### config.mk
export PLATFORM = sky130hd
export DESIGN_NAME = szport_bus_ctl
export DESIGN_NICKNAME = d
export VERILOG_FILES = /design/src/rtl/szbus_pkg.sv /design/src/rtl/szbus_mon.sv /design/src/rtl/szbus_fsm.sv /design/src/rtl/szbus_rdasm.sv /design/src/rtl/szbus_wrlane.sv /design/src/rtl/szport_bus_ctl.sv
export SDC_FILE = /design/constraint.sdc
export NUM_CORES = 1
export LEC_CHECK = 0
export ABC_AREA = 1
export BUFFER_PORTS_ARGS = -buffer_cell sky130_fd_sc_hd__buf_4
export CORE_MARGIN = 3
export CORE_UTILIZATION = 53
export DETAILED_ROUTE_END_ITERATION = 8
export PLACE_DENSITY = 0.88
export SETUP_SLACK_MARGIN = 0.2
export SKIP_LAST_GASP = 1
export SYNTH_ARGS = -nofsm -noshare
export SYNTH_HDL_FRONTEND = slang
export SYNTH_SLANG_ARGS = --single-unit
### constraint.sdc
create_clock -name clk -period 4.2 [get_ports clk]
set_clock_uncertainty 0.2 [all_clocks]
set_input_delay 0.21 -clock clk [delete_from_list [all_inputs] [get_ports clk]]
set_output_delay 0.21 -clock clk [all_outputs]
set_load 0.02 [all_outputs]
### src/rtl/szbus_pkg.sv
package szbus_pkg;

   typedef enum logic [2:0] {
      ST_IDLE  = 3'd0,
      ST_START = 3'd1,
      ST_DATA  = 3'd2,
      ST_GAP   = 3'd3,
      ST_HOLD  = 3'd4
   } state_t;

   // lane bits carried per beat
   function automatic logic [5:0] port_bits(input logic [1:0] port);
      case (port)
         2'd1:    return 6'd16;
         2'd2:    return 6'd8;
         default: return 6'd32;
      endcase
   endfunction

   // low-address step per beat, modulo 4
   function automatic logic [1:0] port_step(input logic [1:0] port);
      case (port)
         2'd1:    return 2'd2;
         2'd2:    return 2'd1;
         default: return 2'd0;
      endcase
   endfunction

   function automatic logic [2:0] beat_count(input logic [1:0] port, input logic [1:0] size);
      case (port)
         2'd1:    return size[1] ? 3'd2 : 3'd1;
         2'd2:    return size[1] ? 3'd4 : (size[0] ? 3'd2 : 3'd1);
         default: return 3'd1;
      endcase
   endfunction

   // active-high lane mask, bit 3 = D[31:24]
   function automatic logic [3:0] lane_mask(input logic [1:0] port, input logic [1:0] size,
                                            input logic [1:0] alo);
      case (port)
         2'd2:    return 4'b1000;
         2'd1:    return (size != 2'd0) ? 4'b1100 : (alo[0] ? 4'b0100 : 4'b1000);
         default: begin
            if (size[1])      return 4'b1111;
            else if (size[0]) return alo[1] ? 4'b0011 : 4'b1100;
            else              return 4'b1000 >> alo;
         end
      endcase
   endfunction

endpackage

### src/rtl/szbus_mon.sv
module szbus_mon #(
   parameter int MON_W = 8
) (
   input  logic             clk,
   input  logic             rst_n,
   input  logic             in_data,
   input  logic             ta_n,
   input  logic [MON_W-1:0] limit,
   output logic             expired,
   output logic             first
);
   logic [MON_W-1:0] cnt_q;

   always_ff @(posedge clk or negedge rst_n) begin
      if (!rst_n)                 cnt_q <= '0;
      else if (!in_data || !ta_n) cnt_q <= '0;
      else if (cnt_q != '1)       cnt_q <= cnt_q + 1'b1;
   end

   assign expired = in_data && ta_n && (limit != '0) && (cnt_q == limit - 1'b1);
   assign first   = (cnt_q == '0);
endmodule

### src/rtl/szbus_fsm.sv
module szbus_fsm
   import szbus_pkg::*;
(
   input  logic       clk,
   input  logic       rst_n,
   input  logic       req_valid,
   input  logic       req_write,
   input  logic       ta_n,
   input  logic       aset,
   input  logic       rhold,
   input  logic [2:0] nbeats,
   input  logic [1:0] step,
   input  logic [1:0] alo_init,
   input  logic       expired,
   output state_t     st,
   output logic [1:0] beat,
   output logic [1:0] alo,
   output logic       start,
   output logic       take,
   output logic       done_q,
   output logic       err_q
);
   logic last;

   assign last  = ({1'b0, beat} == nbeats - 3'd1);
   assign start = (st == ST_IDLE) && req_valid && !done_q && !err_q;
   assign take  = (st == ST_DATA) && !ta_n;

   always_ff @(posedge clk or negedge rst_n) begin
      if (!rst_n) begin
         st     <= ST_IDLE;
         beat   <= '0;
         alo    <= '0;
         done_q <= 1'b0;
         err_q  <= 1'b0;
      end else begin
         done_q <= 1'b0;
         err_q  <= 1'b0;
         case (st)
            ST_IDLE: if (start) begin
               st   <= ST_START;
               beat <= '0;
               alo  <= alo_init;
            end
            ST_START: st <= ST_DATA;
            ST_DATA: begin
               if (!ta_n) begin
                  if (last) begin
                     if (rhold && !req_write) st <= ST_HOLD;
                     else begin
                        st     <= ST_IDLE;
                        done_q <= 1'b1;
                     end
                  end else begin
                     beat <= beat + 2'd1;
                     alo  <= alo + step;
                     st   <= aset ? ST_GAP : ST_DATA;
                  end
               end else if (expired) begin
                  st    <= ST_IDLE;
                  err_q <= 1'b1;
               end
            end
            ST_GAP: st <= ST_DATA;
            ST_HOLD: begin
               st     <= ST_IDLE;
               done_q <= 1'b1;
            end
            default: st <= ST_IDLE;
         endcase
      end
   end
endmodule

### src/rtl/szbus_rdasm.sv
module szbus_rdasm #(
   parameter int DW = 32
) (
   input  logic          clk,
   input  logic          rst_n,
   input  logic          clear,
   input  logic          take,
   input  logic [5:0]    pw,
   input  logic [DW-1:0] din,
   output logic [DW-1:0] acc
);
   localparam logic [5:0] FULL = 6'(DW);

   always_ff @(posedge clk or negedge rst_n) begin
      if (!rst_n)     acc <= '0;
      else if (clear) acc <= '0;
      else if (take)  acc <= (acc << pw) | (din >> (FULL - pw));
   end
endmodule

### src/rtl/szbus_wrlane.sv
module szbus_wrlane
   import szbus_pkg::*;
#(
   parameter int DW = 32
) (
   input  logic [DW-1:0] wdata,
   input  logic [1:0]    size,
   input  logic [1:0]    port,
   input  logic [1:0]    addr_lo,
   input  logic [1:0]    beat,
   input  logic          drive,
   input  logic          we_en,
   output logic [DW-1:0] dout,
   output logic [3:0]    we_n
);
   localparam int LANES = DW / 8;

   logic [DW-1:0] op;
   logic [7:0]    sh;
   logic [3:0]    mask;

   always_comb begin
      case (size)
         2'd0:    op = {LANES{wdata[7:0]}};
         2'd1:    op = {(LANES/2){wdata[15:0]}};
         default: op = wdata;
      endcase
   end

   assign sh   = 8'(beat) * 8'(port_bits(port));
   assign dout = drive ? (op << sh) : '0;
   assign mask = lane_mask(port, size, addr_lo);

   for (genvar g = 0; g < 4; g++) begin : g_lane
      assign we_n[g] = !(we_en && mask[g]);
   end
endmodule

### src/rtl/szport_bus_ctl.sv
module szport_bus_ctl
   import szbus_pkg::*;
#(
   parameter int ADDR_W = 32,
   parameter int MON_W  = 8
) (
   input  logic              clk,
   input  logic              rst_n,
   input  logic [1:0]        cfg_port,
   input  logic              cfg_aset,
   input  logic              cfg_rhold,
   input  logic [MON_W-1:0]  cfg_timeout,
   input  logic              req_valid,
   input  logic [ADDR_W-1:0] req_addr,
   input  logic [1:0]        req_size,
   input  logic              req_write,
   input  logic              req_super,
   input  logic [31:0]       req_wdata,
   output logic              rsp_done,
   output logic              rsp_err,
   output logic [31:0]       rsp_rdata,
   output logic              bus_ts_n,
   output logic              bus_cs_n,
   output logic              bus_super,
   output logic [ADDR_W-1:0] bus_addr,
   output logic [3:0]        bus_we_n,
   output logic [31:0]       bus_dout,
   input  logic [31:0]       bus_din,
   input  logic              bus_ta_n
);
   localparam int DW = 32;

   initial begin
      assert (ADDR_W >= 3) else $error("ADDR_W must be at least 3");
      assert (MON_W >= 2)  else $error("MON_W must be at least 2");
   end

   state_t     st;
   logic [1:0] beat, alo;
   logic       start, take, done_q, err_q, expired, first, in_data;

   assign in_data = (st == ST_DATA);

   szbus_mon #(.MON_W(MON_W)) u_mon (
      .clk(clk), .rst_n(rst_n), .in_data(in_data), .ta_n(bus_ta_n),
      .limit(cfg_timeout), .expired(expired), .first(first)
   );

   szbus_fsm u_fsm (
      .clk(clk), .rst_n(rst_n), .req_valid(req_valid), .req_write(req_write),
      .ta_n(bus_ta_n), .aset(cfg_aset), .rhold(cfg_rhold),
      .nbeats(beat_count(cfg_port, req_size)), .step(port_step(cfg_port)),
      .alo_init(req_addr[1:0]), .expired(expired),
      .st(st), .beat(beat), .alo(alo), .start(start), .take(take),
      .done_q(done_q), .err_q(err_q)
   );

   szbus_rdasm #(.DW(DW)) u_rd (
      .clk(clk), .rst_n(rst_n), .clear(start), .take(take && !req_write),
      .pw(port_bits(cfg_port)), .din(bus_din), .acc(rsp_rdata)
   );

   szbus_wrlane #(.DW(DW)) u_wr (
      .wdata(req_wdata), .size(req_size), .port(cfg_port), .addr_lo(req_addr[1:0]),
      .beat(beat), .drive(req_write && (st != ST_IDLE)),
      .we_en(in_data && req_write && (!cfg_aset || !first)),
      .dout(bus_dout), .we_n(bus_we_n)
   );

   assign rsp_done  = done_q;
   assign rsp_err   = err_q;
   assign bus_ts_n  = (st != ST_START);
   assign bus_cs_n  = !in_data;
   assign bus_super = (st != ST_IDLE) && req_super;
   assign bus_addr  = {req_addr[ADDR_W-1:2], alo};
endmodule

==> results of run 1 <==
==> cell type report <==
class	instances	area (µm²)	share of cell area
timing repair buffer	170	1280	0.204
clock inverter	3	43.8	0.00697
inverter	115	432	0.0688
sequential	49	1230	0.195
multi-input combinational	608	3060	0.488
tap	129	161	0.0257
clock buffer	5	68.8	0.0110
==> cells in the final DEF, fill, tap and decap left out, types with 3 or more instances in the layout <==
master,synthesis,routed
sky130_fd_sc_hd__a21boi_0,4,4
sky130_fd_sc_hd__a21oi_1,31,31
sky130_fd_sc_hd__and2_1,3,3
sky130_fd_sc_hd__buf_4,34,167
sky130_fd_sc_hd__clkbuf_8,0,5
sky130_fd_sc_hd__clkinv_1,3,3
sky130_fd_sc_hd__dfrtp_1,49,49
sky130_fd_sc_hd__dlygate4sd3_1,0,3
sky130_fd_sc_hd__ha_1,10,9
sky130_fd_sc_hd__inv_1,110,110
sky130_fd_sc_hd__nand2_1,195,195
sky130_fd_sc_hd__nand2_2,3,3
sky130_fd_sc_hd__nand3_1,69,69
sky130_fd_sc_hd__nand4_1,16,16
sky130_fd_sc_hd__nor2_1,88,88
sky130_fd_sc_hd__nor2_4,3,3
sky130_fd_sc_hd__nor3_1,7,7
sky130_fd_sc_hd__o211ai_1,8,8
sky130_fd_sc_hd__o21ai_0,92,92
sky130_fd_sc_hd__o21ai_1,7,6
sky130_fd_sc_hd__o221ai_1,19,19
sky130_fd_sc_hd__o22ai_1,17,17
sky130_fd_sc_hd__o32ai_1,4,4
sky130_fd_sc_hd__or2_2,6,6
sky130_fd_sc_hd__xnor2_1,3,3
sky130_fd_sc_hd__xor2_1,6,6
==> worst paths after layout <==
| check | slack, ns | cells after the start | from | end |
|---|---|---|---|---|
| setup / recovery | 1.05 | 13 | u_fsm.beat[0] | bus_dout[16] |
| hold / removal | 0.009 | 4 | bus_ta_n | u_fsm.st[2] |
| setup reg to reg | 1.62 | 6 | u_fsm.st[2] | u_rd.acc[11] |
| hold reg to reg | 0.30 | 1 | u_fsm.st[0] | u_fsm.done_q |
| max in group asynchronous | 3.08 | 2 | rst_n | u_mon.cnt_q[3] |
| min in group asynchronous | 0.23 | 2 | rst_n | u_rd.acc[16] |
==> stage by stage <==
step	hold slack (ns)	total power [mW]
2_1_floorplan	-0.286	1.96
3_3_place_gp	0.0802	2.58
3_5_place_dp	0.0730	2.61
4_1_cts	0.0126	2.97
5_1_grt	0.0109	3.20
6_report	0.00869	2.98
==> registers in the layout (all words and copies together) (netlist names) <==
register,count
u_fsm.st,3
u_fsm.done_q,1
u_fsm.err_q,1
u_fsm.beat,2
u_mon.cnt_q,8
u_rd.acc,32
u_fsm.alo,2
==> cell usage after synthesis, drive strengths merged <==
| library cell | n |
|---|---|
| nor2 | 92 |
| or2 | 6 |
| o21ai | 100 |
| nand3b | 2 |
| fa | 1 |
| xor2 | 6 |
| a21oi | 31 |
| buf | 54 |
| nand4 | 16 |
| and2 | 3 |
| o22ai | 17 |
| o221ai | 19 |
| dfrtp | 49 |
| clkbuf | 14 |
| clkinv | 3 |
| a21boi | 4 |
| a22oi | 2 |
| ha | 10 |
| a32oi | 1 |
| o21a | 2 |
| a31oi | 1 |
| inv | 112 |
| nand3 | 70 |
| nand2 | 199 |
| o211ai | 8 |
| xnor2 | 3 |
| o2bb2ai | 1 |
| a211oi | 1 |
| o32ai | 4 |
| nor3 | 7 |
| mux2i | 2 |
==> critical path, cell delays in order, from the launching register on <==
cell                       delay (ns)
sky130_fd_sc_hd__dfrtp_1         0.49
sky130_fd_sc_hd__nand2_1         0.08
sky130_fd_sc_hd__inv_1           0.07
sky130_fd_sc_hd__ha_1            0.16
sky130_fd_sc_hd__inv_1           0.06
sky130_fd_sc_hd__fa_1            0.38
sky130_fd_sc_hd__nor2_1          0.10
sky130_fd_sc_hd__nand3_1         0.09
sky130_fd_sc_hd__o21ai_2         0.07
sky130_fd_sc_hd__buf_4           0.30
sky130_fd_sc_hd__nand4_1         0.13
sky130_fd_sc_hd__nand3_1         0.09
sky130_fd_sc_hd__a21boi_0        0.25
sky130_fd_sc_hd__buf_4           0.19
==> layer usage <==
layer	vias to the layer above	global-route usage	share of wire
met1	2739	0.388	0.41
met3	41	0.0453	0.097
li1	2974	-	-
met2	347	0.460	0.47
met5	-	0	0
met4	0	0.0750	0.021
==> logic make-up (layout without fill, tap and decap cells) <==
group,count (synthesis),in the layout,share of synthesized area
buffers and inverters,183,293,0.166
adder cells (fa/ha/maj),11,11,0.0283
XOR/XNOR,9,9,0.0154
AO/OA/AOI/OAI,191,191,0.218
multiplexers,2,2,0.00390
AND/OR/NAND/NOR,395,395,0.330
flip-flops,49,49,0.239
==> power by group through the flow <==
stage	Sequential, mW	Clock [mW]	Combinational [mW]
after detailed placement	0.798	0	1.81
after global placement	0.794	0	1.79
after floorplan	0.942	0	1.01
after CTS	0.788	0.356	1.83
after global routing	0.817	0.378	2.00
final	0.790	0.360	1.83
==> metrics.txt, run 1 <==
TritonCTS Sinks=49; RSZ-0062 raised after global routing=false; die footprint=about 0.011 mm²; YS warnings=0; Flop pwr share=0.265; Power per Cell Area=roughly 480 mW/mm²; largest area contributor in the synthesized netlist=sky130_fd_sc_hd__dfrtp_1; Post-CTS Setup Bufs=0; fraction of power spent switching nets=0.493; post-detailed-route DRC marker count=0; final std cell area, no fill=around 0.0063 mm²; dpl hpwl=around 12000 µm; static leakage power=between 3 and 4 nW; fraction of layout instances using a drive strength above 1=0.205; first drt pass iteration count=6; number of buffers created by CTS=5; post-synthesis net count=approximately 970; worst vdd ir=between 0.2 and 0.25 mV; internal cell power=~1.5 mW; required time of the worst setup path=3.79 ns; aggregate global-route resource usage=0.282; post-CTS sizing=0; minimum clock period after layout=around 3.2 ns; max-slew violation count=0; fraction of power consumed by the clock network=0.121; Cell Area, Placed=about 0.006 mm²; number of buffers on the longest clock path=2; CORE AREA=around 0.0093 mm²; Initial Util=0.550; cell types occupying the most area after synthesis=sky130_fd_sc_hd__dfrtp_1, sky130_fd_sc_hd__nand2_1, sky130_fd_sc_hd__o21ai_0; Cell Rows=35; share of synthesized area occupied by flip-flops and latches=0.239; min-delay worst type=primary input to flop; cell area after technology mapping=between 0.005 and 0.006 mm²; antenna diode instance count=0; number of routed nets with antenna violations=0; average instance area after synthesis=just over 6 µm²; clock tree from TritonCTS=built; latest clock arrival within the worst-skew pair=approximately 0.32 ns; instance count of the mapped netlist=between 800 and 900; area fraction of the dominant cell type after synthesis=0.239; non-filler cells, final=around 1.1k; flip-flop and latch count after synthesis=about 50; number of buffers added to fix hold violations after cts=3; port bufs=160; Yosys cell types=42; worst slew margin relative to its limit=0.397; final wirelength=approximately 16000 µm; category of the worst setup path capture point=output pin; number of failing hold endpoints at the final stage=0; iteration-0 DRC count of the detailed router=440; net load switching power=approximately 1.5 mW; Die X=roughly 100 µm; Congestion Overflow GR=0; startpoint types=flop; type of the worst setup path=flop to output pin; via-per-instance ratio=5.65; number of nets in the finished design=between 1k and 1.5k; power share of the combinational group=0.614; share of the core filled with cells in the final layout=0.673; summed negative setup slack over all endpoints=0 ns; filler cell count=between 800 and 900; via count of the first global-routing pass=about 5.5k; data arrival time of the critical path=around 2.7 ns; first-pass GRT wire length=~26000 µm; maximum number of pins on one net before global-route repair=75; clock root buffer master=sky130_fd_sc_hd__clkbuf_8; initial antenna violation count=0; final setup slack of the worst path=approximately 1.0 ns; DP Worst Slack=between 1 and 1.5 ns; detailed-route wire length per cell=~15 µm; CTS clk-pin slew, worst paths=about 0.11 ns; Final period util=0.750; final weighted congestion in routability-driven placement=0.955; Cell Count Post-Placement=1068; Setup violations, final=0; maximum net fanout on the critical path=29; H-Tree Level Count=2; DIE HEIGHT=approximately 100 µm; num ports=approximately 220; via count=approximately 6.1k; timing-limited maximum frequency=approximately 0.32 GHz; Max-cap violations=0; synthesis-to-layout area growth=22.3%; outcome=finished clean; Tightest Pin Transition=around 0.90 ns
Note: power is estimated with default switching activity, not from simulation.
==> inputs of run 2 (changes only) <==
- ABC_AREA: 1 -> 0
- CORE_UTILIZATION: 53 -> 44
- PLACE_DENSITY: 0.88 -> 0.79
- clock period: 4.2 -> 2.6 ns (I/O delays scaled with it)
==> run 2 against run 1 <==
The flow now finishes with violations (negative setup slack); non-clock buffer count is 37 higher; setup slack got worse by 1.3 ns; clock power grew 81%; global-route usage down 3.5 points; total power increased by 71%; cell area up 4.8%; wire length shrank 3.8%; count of clock-buffer cells in the layout is the same; sequential power up 62%; first-iteration DRC count grew 6.4%; utilization shrank 4.4 points; critical endpoint is now bus_dout[2]; largest power group unchanged.
==> metrics.txt, run 2 <==
die footprint=between 0.01 and 0.015 mm²; num ports=about 220; Initial Util=0.458; data arrival time of the critical path=2.55 ns; clock tree from TritonCTS=built; number of routed nets with antenna violations=0; iteration-0 DRC count of the detailed router=~470; most frequent cells in the layout=sky130_fd_sc_hd__buf_4, sky130_fd_sc_hd__dfrtp_1, sky130_fd_sc_hd__mux2i_1; Most used DFF post-synth=sky130_fd_sc_hd__dfrtp_1; max-slew violation count=0; non-filler cells, final=~850; first drt pass iteration count=6; min-delay worst type=primary input to flop; Worst R2R Path Depth=6; registers with the most flip-flops=u_rd.acc x32, u_mon.cnt_q x8, u_fsm.st x3; CORE AREA=~0.010 mm²; outcome=finished with violations; fraction of power consumed by the clock network=0.127; Congestion Overflow GR=0; start of the worst register-to-register path=u_fsm.st[1]; violations in the final reports=negative setup slack; instance count of the mapped netlist=570; Cell Count Post-Placement=~820; minimum clock period after layout=about 2.9 ns; register bank with the most flops=u_rd.acc; number of failing hold endpoints at the final stage=0; number of flip-flops under the largest register name=32; port bufs=between 150 and 200; post-synthesis net count=about 700; via-per-instance ratio=a little under 6; Final period util=1.11; slowest library cell on the worst path=sky130_fd_sc_hd__dfrtp_1; initial antenna violation count=0; HP Start=bus_ta_n; Crit. path cell count=10; Cell Rows=37; Max-cap violations=0; most frequent cells after synthesis=sky130_fd_sc_hd__dfrtp_1, sky130_fd_sc_hd__mux2i_1, sky130_fd_sc_hd__nor2_1; final wirelength=roughly 15000 µm; area fraction of the dominant cell type after synthesis=0.256; Most Crowded Layer GR=met2; worst vdd ir=roughly 0.55 mV; met2 routing resource usage after global routing=0.422; TritonCTS Sinks=between 40 and 50; commonest non-fill, non-tap cell in the layout=sky130_fd_sc_hd__buf_4; internal cell power=approximately 2.8 mW; worst path buffer plus inverter count=2; largest stage delay on the critical path=0.39 ns; startpoint types=flop; FF-to-FF setup slack=0.39 ns; via count=5045; largest area contributor in the synthesized netlist=sky130_fd_sc_hd__dfrtp_1; category of the worst setup path capture point=output pin; static leakage power=between 2 and 3 nW; number of buffers created by CTS=5; Yosys cell types=60; Setup violations, final=32; met3 track demand over resource=0.0501; synthesis-to-layout area growth=37.2%; cell with the most instances after synthesis=sky130_fd_sc_hd__dfrtp_1; number of nets in the finished design=between 800 and 900; net load switching power=roughly 2.3 mW; clock root buffer master=sky130_fd_sc_hd__clkbuf_8; cell type group with the largest total delay on the critical path=simple AND/OR/NAND/NOR gates; timing-limited maximum frequency=about 0.35 GHz; worst slew margin relative to its limit=0.389; dpl hpwl=between 10000 and 15000 µm; maximum net fanout on the critical path=7; Flop pwr share=0.251; RSZ-0062 raised after global routing=true; required time of the worst setup path=around 2.3 ns; final weighted congestion in routability-driven placement=around 0.86; CTS clk-pin slew, worst paths=~0.09 ns; first-pass GRT wire length=~24000 µm; antenna diode instance count=0; YS warnings=0; power share of the combinational group=0.622; share of synthesized area occupied by flip-flops and latches=0.256; Die X=roughly 110 µm; Power per Cell Area=between 700 and 800 mW/mm²; detailed-route wire length per cell=around 18 µm; aggregate global-route resource usage=0.247; cell area after technology mapping=between 0.004 and 0.005 mm²; H-Tree Level Count=2; count of cells along the worst hold path=3; number of buffers on the longest clock path=2; Tightest Pin Transition=about 0.92 ns; DIE HEIGHT=approximately 110 µm; cell types occupying the most area after synthesis=sky130_fd_sc_hd__dfrtp_1, sky130_fd_sc_hd__mux2i_1, sky130_fd_sc_hd__buf_4; fraction of power spent switching nets=0.448; flip-flop and latch count after synthesis=49; Async S/R FF share, synth=1.00; final setup slack of the worst path=-0.285 ns; average instance area after synthesis=approximately 8.4 µm²; hold-critical path endpoint=u_mon.cnt_q[5]; latest clock arrival within the worst-skew pair=around 0.31 ns; cells along the critical path=and2_4 -> ha_4 -> inv_2 -> fa_2 -> a2111o_1 -> a21oi_2 -> nand3_4 -> nor2_4 -> and3_4 -> buf_6; filler cell count=slightly below 900; maximum number of pins on one net before global-route repair=50; via count of the first global-routing pass=~5.0k; DP Worst Slack=-0.197 ns; type of the worst setup path=flop to output pin; post-detailed-route DRC marker count=0; GR Util met1=0.301; worst reg2reg path endpoint=u_rd.acc[6]; fraction of layout instances using a drive strength above 1=0.380; EDFF count, synth=0
[run 2: power by group through the flow]
stage | clock [mW] | sequential [mW] | combinational (mW)
2_1_floorplan | 0 | 1.47 | 1.74
3_3_place_gp | 0 | 1.28 | 2.94
3_5_place_dp | 0 | 1.28 | 2.99
4_1_cts | 0.663 | 1.27 | 3.11
5_1_grt | 0.697 | 1.32 | 3.43
6_report | 0.651 | 1.28 | 3.18
[run 2: metrics by stage]
step	utilization	setup TNS, ns	power (mW)	hold slack, ns	area (µm²)
floorplan	-	-3.85	3.22	-0.366	5010
global placement	0.584	-1.32	4.21	-0.00407	6110
detailed placement	0.584	-3.76	4.28	0.000642	6110
global route	0.629	-11.67	5.45	0.0141	6580
CTS	0.622	-8.51	5.04	0.00337	6510
finish	0.629	-7.72	5.11	0.00641	6580
[run 2: area by class of cell]
| class | instances | area (µm²) | area share |
|---|---|---|---|
| clock buffers | 5 | 68.8 | 0.0105 |
| flip-flops and latches | 49 | 1230 | 0.186 |
| repair buffers | 207 | 1660 | 0.252 |
| well taps | 136 | 170 | 0.0259 |
| clock inverters | 3 | 65.1 | 0.00989 |
| multi-input cells | 434 | 3330 | 0.505 |
| inverters | 15 | 68.8 | 0.0105 |
[run 2: cell families (layout without fill, tap and decap cells)]
| logic type | count (synthesis) | count (layout) | synth area share |
|---|---|---|---|
| mux | 66 | 66 | 0.159 |
| fa+ha+maj | 11 | 11 | 0.0303 |
| xor+xnor | 16 | 16 | 0.0292 |
| simple gates | 172 | 173 | 0.188 |
| flops | 49 | 49 | 0.256 |
| buf+inv | 88 | 230 | 0.0973 |
| compound gates | 168 | 168 | 0.240 |
[run 2: worst min-delay path: cells and delay by family]
family | cells | cell delay [ns]
AND/OR/NAND/NOR | 2 | 0.19
buffers and inverters | 1 | 0.15
[run 2: worst max path at each step]
| stage | from | to | slack (ns) |
|---|---|---|---|
| floorplan | cfg_port[0] | bus_dout[4] | -0.17 |
| global placement | cfg_port[0] | bus_dout[6] | -0.10 |
| detailed placement | cfg_port[1] | bus_dout[6] | -0.20 |
| CTS | u_fsm.beat[0] | bus_dout[2] | -0.31 |
| global route | u_fsm.beat[0] | bus_dout[2] | -0.41 |
| finish | u_fsm.beat[0] | bus_dout[2] | -0.28 |
[run 2: per-layer routing]
metal / routed length (µm) / vias to the layer above / share of wire
li1: - / 2362 / -
met1: 6010 / 2364 / 0.39
met2: 7460 / 261 / 0.49
met3: 1330 / 58 / 0.087
met4: 531 / 0 / 0.035
met5: 0 / - / 0
[run 2: timing repair]
action / CTS / global route
endpoints found under the hold margin: 62 / 0
setup buffers: 3 / 4
hold buffers: 16 / 0
resized for setup: 20 / 7
endpoints found under the setup margin: 32 / 59
pin swaps: 9 / 7
gates cloned: 1 / 0
